--- src/rtl/mdec_pkg.sv ---
package mdec_pkg;

  // Number of cycles after an accepted edge during which further edges are ignored.
  function automatic int unsigned hold_ticks(input int unsigned ovs);
    return (3 * ovs) / 4;
  endfunction

  // Largest gap between accepted edges that still counts as well timed.
  function automatic int unsigned late_ticks(input int unsigned ovs);
    return ovs + ovs / 4;
  endfunction

  // Gap beyond which the line is treated as silent.
  function automatic int unsigned loss_ticks(input int unsigned ovs);
    return ovs + ovs / 2;
  endfunction

endpackage

--- src/rtl/mdec_sync.sv ---
module mdec_sync (
  input  logic clk,
  input  logic rst,
  input  logic line_i,
  output logic level_o,
  output logic edge_o
);
  logic meta_q, stab_q, prev_q;

  always_ff @(posedge clk) begin
    if (rst) begin
      meta_q <= 1'b0;
      stab_q <= 1'b0;
      prev_q <= 1'b0;
    end else begin
      meta_q <= line_i;
      stab_q <= meta_q;
      prev_q <= stab_q;
    end
  end

  assign level_o = stab_q;
  assign edge_o  = stab_q ^ prev_q;
endmodule

--- src/rtl/mdec_timer.sv ---
module mdec_timer #(
  parameter int unsigned OVERSAMPLE = 16
) (
  input  logic clk,
  input  logic rst,
  input  logic edge_i,
  output logic accept_o,
  output logic on_time_o,
  output logic timeout_o
);
  localparam int unsigned HOLD = mdec_pkg::hold_ticks(OVERSAMPLE);
  localparam int unsigned LATE = mdec_pkg::late_ticks(OVERSAMPLE);
  localparam int unsigned LOSS = mdec_pkg::loss_ticks(OVERSAMPLE);
  localparam int unsigned SAT  = LOSS + 1;
  localparam int unsigned GW   = $clog2(SAT + 1);

  logic [GW-1:0] gap_q;

  assign accept_o  = edge_i && (gap_q >= GW'(HOLD));
  assign on_time_o = gap_q <= GW'(LATE);
  assign timeout_o = gap_q > GW'(LOSS);

  always_ff @(posedge clk) begin
    if (rst) begin
      gap_q <= GW'(SAT);
    end else if (accept_o) begin
      gap_q <= GW'(1);
    end else if (gap_q != GW'(SAT)) begin
      gap_q <= gap_q + GW'(1);
    end
  end
endmodule

--- src/rtl/mdec_lock.sv ---
module mdec_lock #(
  parameter int unsigned LOCK_EDGES = 8
) (
  input  logic clk,
  input  logic rst,
  input  logic accept_i,
  input  logic on_time_i,
  input  logic timeout_i,
  output logic locked_o,
  output logic lost_o
);
  localparam int unsigned CW = $clog2(LOCK_EDGES + 1);

  logic [CW-1:0] good_q;
  logic          locked_q, lost_q;

  always_ff @(posedge clk) begin
    if (rst) begin
      good_q   <= '0;
      locked_q <= 1'b0;
      lost_q   <= 1'b0;
    end else if (accept_i && on_time_i) begin
      if (good_q == CW'(LOCK_EDGES - 1)) begin
        locked_q <= 1'b1;
        lost_q   <= 1'b0;
      end
      if (good_q != CW'(LOCK_EDGES)) good_q <= good_q + CW'(1);
    end else if (accept_i || timeout_i) begin
      good_q   <= '0;
      locked_q <= 1'b0;
      if (locked_q) lost_q <= 1'b1;
    end
  end

  assign locked_o = locked_q;
  assign lost_o   = lost_q;
endmodule

--- src/rtl/manchester_rx.sv ---
module manchester_rx #(
  parameter int unsigned OVERSAMPLE   = 16,
  parameter int unsigned LOCK_EDGES   = 8,
  parameter bit          INVERT_SENSE = 1'b0
) (
  input  logic clk,
  input  logic rst,
  input  logic line_i,
  output logic data_o,
  output logic valid_o,
  output logic locked_o,
  output logic lost_o
);
  logic level_w, edge_w, accept_w, on_time_w, timeout_w;
  logic data_q, valid_q;

  mdec_sync u_sync (
    .clk(clk), .rst(rst), .line_i(line_i),
    .level_o(level_w), .edge_o(edge_w)
  );

  mdec_timer #(.OVERSAMPLE(OVERSAMPLE)) u_timer (
    .clk(clk), .rst(rst), .edge_i(edge_w),
    .accept_o(accept_w), .on_time_o(on_time_w), .timeout_o(timeout_w)
  );

  mdec_lock #(.LOCK_EDGES(LOCK_EDGES)) u_lock (
    .clk(clk), .rst(rst), .accept_i(accept_w), .on_time_i(on_time_w),
    .timeout_i(timeout_w), .locked_o(locked_o), .lost_o(lost_o)
  );

  always_ff @(posedge clk) begin
    if (rst) begin
      data_q  <= 1'b0;
      valid_q <= 1'b0;
    end else begin
      valid_q <= accept_w && on_time_w && locked_o;
      if (accept_w) data_q <= level_w ^ INVERT_SENSE;
    end
  end

  assign data_o  = data_q;
  assign valid_o = valid_q;
endmodule

--- config.mk ---
export PLATFORM = sky130hd
export DESIGN_NAME = manchester_rx
export DESIGN_NICKNAME = d
export VERILOG_FILES = /design/src/rtl/mdec_pkg.sv /design/src/rtl/mdec_sync.sv /design/src/rtl/mdec_timer.sv /design/src/rtl/mdec_lock.sv /design/src/rtl/manchester_rx.sv
export SDC_FILE = /design/constraint.sdc
export NUM_CORES = 1
export LEC_CHECK = 0
export BUFFER_PORTS_ARGS = -buffer_cell sky130_fd_sc_hd__buf_2
export CAP_MARGIN = 10
export CORE_MARGIN = 1
export CORE_UTILIZATION = 50
export DETAILED_ROUTE_END_ITERATION = 12
export PLACE_DENSITY = 0.8
export REMOVE_ABC_BUFFERS = 1
export SYNTH_ARGS = -nofsm -noshare
export SYNTH_HDL_FRONTEND = slang
export SYNTH_SLANG_ARGS = --single-unit
--- constraint.sdc ---
create_clock -name clk -period 1.8 [get_ports clk]
set_input_delay 0.27 -clock clk [delete_from_list [all_inputs] [get_ports clk]]
set_output_delay 0.27 -clock clk [all_outputs]
set_load 0.02 [all_outputs]
After elaboration in Yosys (flattened, before gate mapping)
Index checks and enable logic that the tools add are counted.

operators by class
  $add $sub $neg = 2
  magnitude comparators = 3
  equal/unequal tests = 5
  muxes and demuxes = 12
  bitwise gates (word level) = 1
  reductions and logical operators = 11

operators by type and width
  operator                                               count
  two-way mux 4 bit                                      3
  two-way mux 5 bit                                      2
  two-way mux 1 bit                                      7
  nonzero test 2 bit                                     3
  adder 5 x 1 -> 5 bit, second input constant            1
  >= comparator 5 x 4 -> 1 bit, second input constant    1
  > comparator 5 bit, second input constant              1
  less-or-equal comparator 5 bit, second input constant  1
  != test 5 bit, second input constant                   1
  adder 4 x 1 -> 4 bit, second input constant            1
  equality test 4 x 3 -> 1 bit, second input constant    1
  != test 2 x 1 -> 1 bit, second input constant          2
  != test 4 bit, second input constant                   1
  AND reduction 2 bit                                    2
  logical AND 1 bit                                      3
  AND reduction 3 bit                                    1
  OR reduction 2 bit                                     1
  logical OR 1 bit                                       1
  XOR 1 bit                                              1

storage, ports and cells
  register bits after elaboration = 16
  input port bits = 3
  output and inout bits = 4
  word-level logic and storage cells = 44

Logic depth before layout (Yosys ltp)
  depth after elaboration = 5
  depth in mapped cells = 7
  gate-level depth less buffers = 7

Cells and area by module
From an unflattened synthesis, not the netlist that was laid out.

unflattened totals
  cells, all modules = 80
  area total of the unflattened synthesis = 783.3 sq um

modules (own cells, without submodules)
  module         instances  cells an instance  area an instance (sq um)  seq. area each (sq um)
  mdec_lock      1          39                 337.8                     120.1
  mdec_timer     1          29                 294.0                     100.1
  mdec_sync      1          7                  87.6                      60.1
  manchester_rx  1          5                  63.8                      40.0

Worst setup path after synthesis
No wires, ideal clock.

  kind = register to register
  start = register u_timer.gap_q[1]
  end = register u_lock.good_q[1]
  library setup time = 0.070 ns
  arrival time = 1.234 ns
  data required time = 1.730 ns
  slack = 0.496 ns
  stages on the path, launching flop included = 6
  buffers on the path = 0
  clock period less this slack = 1.304 ns
  cells stage by stage = dfxtp_1 > o211ai_2 > nand2_1 > and2_4 > or3_1 > a21oi_1

between the ends
  cells in the longest elaborated chain, start to end = 5
  elaborated cells on any way between the ends = 10
  classes of those cells = 3 x order compare; 1 x eq/ne; 1 x mux; 5 x reduce/logical

RTL lines
  element                                                                        line                              source
  start, declared                                                                mdec_timer.sv:17                  logic [GW-1:0] gap_q;
  start signal, assigned                                                         mdec_timer.sv:25                  gap_q <= GW'(SAT);
  start signal, assigned                                                         mdec_timer.sv:29                  gap_q <= gap_q + GW'(1);
  >= comparator 5 x 4 -> 1 bit                                                   mdec_timer.sv:19                  assign accept_o = edge_i && (gap_q >= GW'(HOLD));
  logical AND 1 bit                                                              mdec_timer.sv:19
  logical AND 1 bit / logical OR 1 bit (equally long branches)                   mdec_lock.sv:22, mdec_lock.sv:28
  != test 2 x 1 -> 1 bit (no line) / nonzero test 2 bit (equally long branches)  -
  AND reduction 2 bit (no line)                                                  -
  end signal, assigned                                                           mdec_lock.sv:27                   if (good_q != CW'(LOCK_EDGES)) good_q <= good_q + CW'(1);
  end, declared                                                                  mdec_lock.sv:14                   logic [CW-1:0] good_q;

Parallel ways exist; a longest one is shown, timed or not.
A chain may end at the register's enable or synchronous reset.

Worst setup path after layout
  start = register u_lock.good_q[0]
  end = register u_lock.good_q[2]

between the ends
  cells in the longest elaborated chain, start to end = 3
  elaborated cells on any way between the ends = 6
  classes of those cells = 1 x add/sub; 2 x eq/ne; 2 x mux; 1 x reduce/logical

RTL lines
  element                                                             line
  adder 4 x 1 -> 4 bit / != test 4 bit (equally long branches)        mdec_lock.sv:27
  two-way mux 4 bit / != test 2 x 1 -> 1 bit (equally long branches)  -
  two-way mux 4 bit / AND reduction 2 bit (equally long branches)     -

Parallel ways exist; a longest one is shown, timed or not. The select of a mux whose other input is x is not followed.

==> impl_metrics.json <==
{
  "status": "finished clean",
  "core_area_um2": 1370,
  "switching_share": 0.322,
  "finish.utilization": 0.622,
  "fin_hold_ws_ns": 0.197,
  "path_class": "reg2reg",
  "p_comb_frac": 0.280,
  "areaGrowthSynthToFinish_pct": 10.6,
  "viasPerCell": 5.31,
  "synth_seq_area_share": 0.417,
  "hold_end": "u_sync.meta_q",
  "io_pins": 7,
  "n_fill_cell": 125,
  "antenna_found_initial": 0,
  "drtIter0Drc": 20,
  "postRouteAntennaNets": 0,
  "numCtsBuffers": 3,
  "place.gp.congestion": 0.761,
  "layout_commonest_cell": "dfxtp_1",
  "post-route-period-util": 0.820,
  "final_cell_mix": "dfxtp_1 (16), nand2_1 (10), a21oi_1 (7), nor3_1 (7), buf_2 (6)",
  "hold_viol": 0,
  "slew_violations": 0,
  "drc_errors": 0,
  "cts_setup_buffers": 0,
  "yosys.area.top_type_share": 0.417,
  "cp.arrival_ns": 1.69,
  "std_cell_rows": 13,
  "reg2reg_from": "u_lock.good_q[0]",
  "yosys.area.top_type": "dfxtp_1",
  "irDropWorstVdd_uv": 616,
  "design.die.area_um2": 1700,
  "syn_area_um2": 768,
  "setup_tns_ns": 0,
  "cp_max_fo": 4,
  "seqPwrFrac": 0.474,
  "setup.worst_path.start_class": "flip-flop",
  "cts_buffer_depth": 2,
  "clock-sinks": 16,
  "num_vias": 574,
  "ys_ff_latch": 16,
  "rsz0062_at_grt": "no",
  "htree_levels": 1,
  "fmax_ghz": 0.678,
  "grt_max_degree": 17,
  "routed_wl_mm": 1.20,
  "clkLatencyLatePin_ns": 0.28,
  "synth.area.top_cells": "dfxtp_1 (42%), ha_1 (8.1%), nand2_1 (4.9%), a21oi_1 (4.6%), nor3_1 (4.6%)",
  "synth_cell_types": 29,
  "max-cap-violations": 0,
  "track_usage": 0.177,
  "reg2reg_depth": 7,
  "min_path_type": "in2reg",
  "worst_slew_pin_slew_ns": 0.368,
  "grt_overflow": 0,
  "yosys_warnings": 0,
  "holdBufCountCts": 0,
  "fin_worst_skew_ns": 0.00507,
  "hp-start": "line_i",
  "p_int_w": 0.000638,
  "drt-wirelength-per-cell_um": 11.1,
  "setup_viol": 0,
  "hold_path_depth": 2,
  "p_per_area_nw_per_um2": 1110,
  "avgSynthCellArea_um2": 9.15,
  "rrSetupSlack_ns": 0.32,
  "numPortBuffers": 6,
  "initial_utilization": 0.562,
  "cts.reportedPaths.clkPinSlew_ns": 0.08,
  "cts-root-buf": "clkbuf_4",
  "r2r-end": "u_lock.good_q[2]",
  "die_w_um": 41.2,
  "syn_inst": 84,
  "fin_crit_ns": 1.48,
  "cts_tree": "yes",
  "required_ns": 2.02,
  "ctsResizeCount": 0,
  "grt_pass1_wl_mm": 1.82,
  "p_sw_w": 0.000304,
  "die_h_um": 41.2,
  "maxSlewHeadroom": 0.754,
  "clkPwrFrac": 0.246,
  "first_global_vias": 435,
  "end_kind": "flip-flop",
  "hpwlAfterDp_um": 870,
  "cellLeakagePower_nw": 0.342,
  "nets": 102,
  "antenna_cells": 0,
  "drive_gt1_frac": 0.172,
  "drt_first_pass_iters": 4
}
==> Yosys cell counts <==
master and number:
o21bai_1 1, nor3b_1 1, nand4b_1 1, nand3b_1 1, a21o_1 1, nand2b_1 1
nor2b_1 3, clkbuf_1 1, ha_1 5, nor3_1 7, a31oi_1 1, o21ai_2 1
nand3_1 3, mux2i_1 1, xor2_1 1, xnor2_2 1, nand2_1 10, nor2_2 1
a21oi_1 7, or3_1 2, a2bb2oi_1 1, o21ai_0 1, o211ai_2 1, nor2_1 5
xnor2_1 3, and2_4 1, inv_1 5, nand4bb_4 1, dfxtp_1 16
==> critical path, cell delays in order (launching register included) <==
cell and delay (ns):
dfxtp_1 0.34, inv_1 0.10, ha_1 0.15, nand2_1 0.05
nor2_1 0.21, a2bb2oi_1 0.28, o21ai_0 0.13, a21oi_1 0.14
==> through the flow <==
step | power (W) | setup WS, ns | instance area (um2) | instances
2_1_floorplan | 0.000665 | 0.497 | 764 | 83
3_3_place_gp | 0.000709 | 0.405 | 813 | 104
3_5_place_dp | 0.000720 | 0.385 | 813 | 104
4_1_cts | 0.000953 | 0.339 | 850 | 108
5_1_grt | 0.00102 | 0.199 | 850 | 108
6_report | 0.000942 | 0.324 | 850 | 108
==> sequential cells by signal, indices dropped and copies added, names as in the netlist <==
| signal | flops |
|---|---|
| u_sync.level_o | 1 |
| u_sync.prev_q | 1 |
| u_lock.lost_o | 1 |
| u_sync.meta_q | 1 |
| data_o | 1 |
| valid_o | 1 |
| u_lock.good_q | 4 |
| u_lock.locked_o | 1 |
| u_timer.gap_q | 5 |
==> layer usage <==
layer	vias up	global-route usage	part of all wire
li1	304	-	-
met1	248	0.220	0.50
met2	20	0.238	0.42
met3	2	0.114	0.074
met4	0	0.0726	0.012
met5	-	0	0
==> power by group through the flow <==
stage	clock, W	sequential [W]	combinational [W]
floorplan	0	0.000442	0.000223
global placement	0	0.000452	0.000258
detailed placement	0	0.000453	0.000267
CTS	0.000241	0.000445	0.000267
global route	0.000254	0.000456	0.000308
finish	0.000232	0.000446	0.000264
==> area by class of cell <==
| class | count | area [um2] | share of cell area |
|---|---|---|---|
| repair buffers | 6 | 30.0 | 0.0353 |
| inverters | 5 | 18.8 | 0.0221 |
| clock buffers | 4 | 36.3 | 0.0427 |
| well taps | 15 | 18.8 | 0.0221 |
| flip-flops and latches | 16 | 320 | 0.377 |
| multi-input cells | 62 | 425 | 0.501 |
==> cell families after synthesis <==
group                    count (synthesis)  synth area share
AO/OA/AOI/OAI                           14             0.119
AND/OR/NAND/NOR                         37             0.274
flip-flops                              16             0.417
XOR/XNOR                                 5            0.0668
multiplexers                             1            0.0130
adder cells (fa/ha/maj)                  5            0.0814
buffers and inverters                    6            0.0293
==> worst max path at each step <==
stage | start | to | slack, ns | cells past startpoint
after floorplan | u_timer.gap_q[1] | u_lock.good_q[1] | 0.50 | 5
after global placement | u_timer.gap_q[0] | u_lock.good_q[1] | 0.41 | 5
after detailed placement | u_lock.good_q[0] | u_lock.good_q[2] | 0.38 | 7
after CTS | u_lock.good_q[0] | u_lock.good_q[2] | 0.34 | 7
after global routing | u_lock.good_q[0] | u_lock.good_q[2] | 0.20 | 7
final | u_lock.good_q[0] | u_lock.good_q[2] | 0.32 | 7
Power figures use the tool's default switching activity.
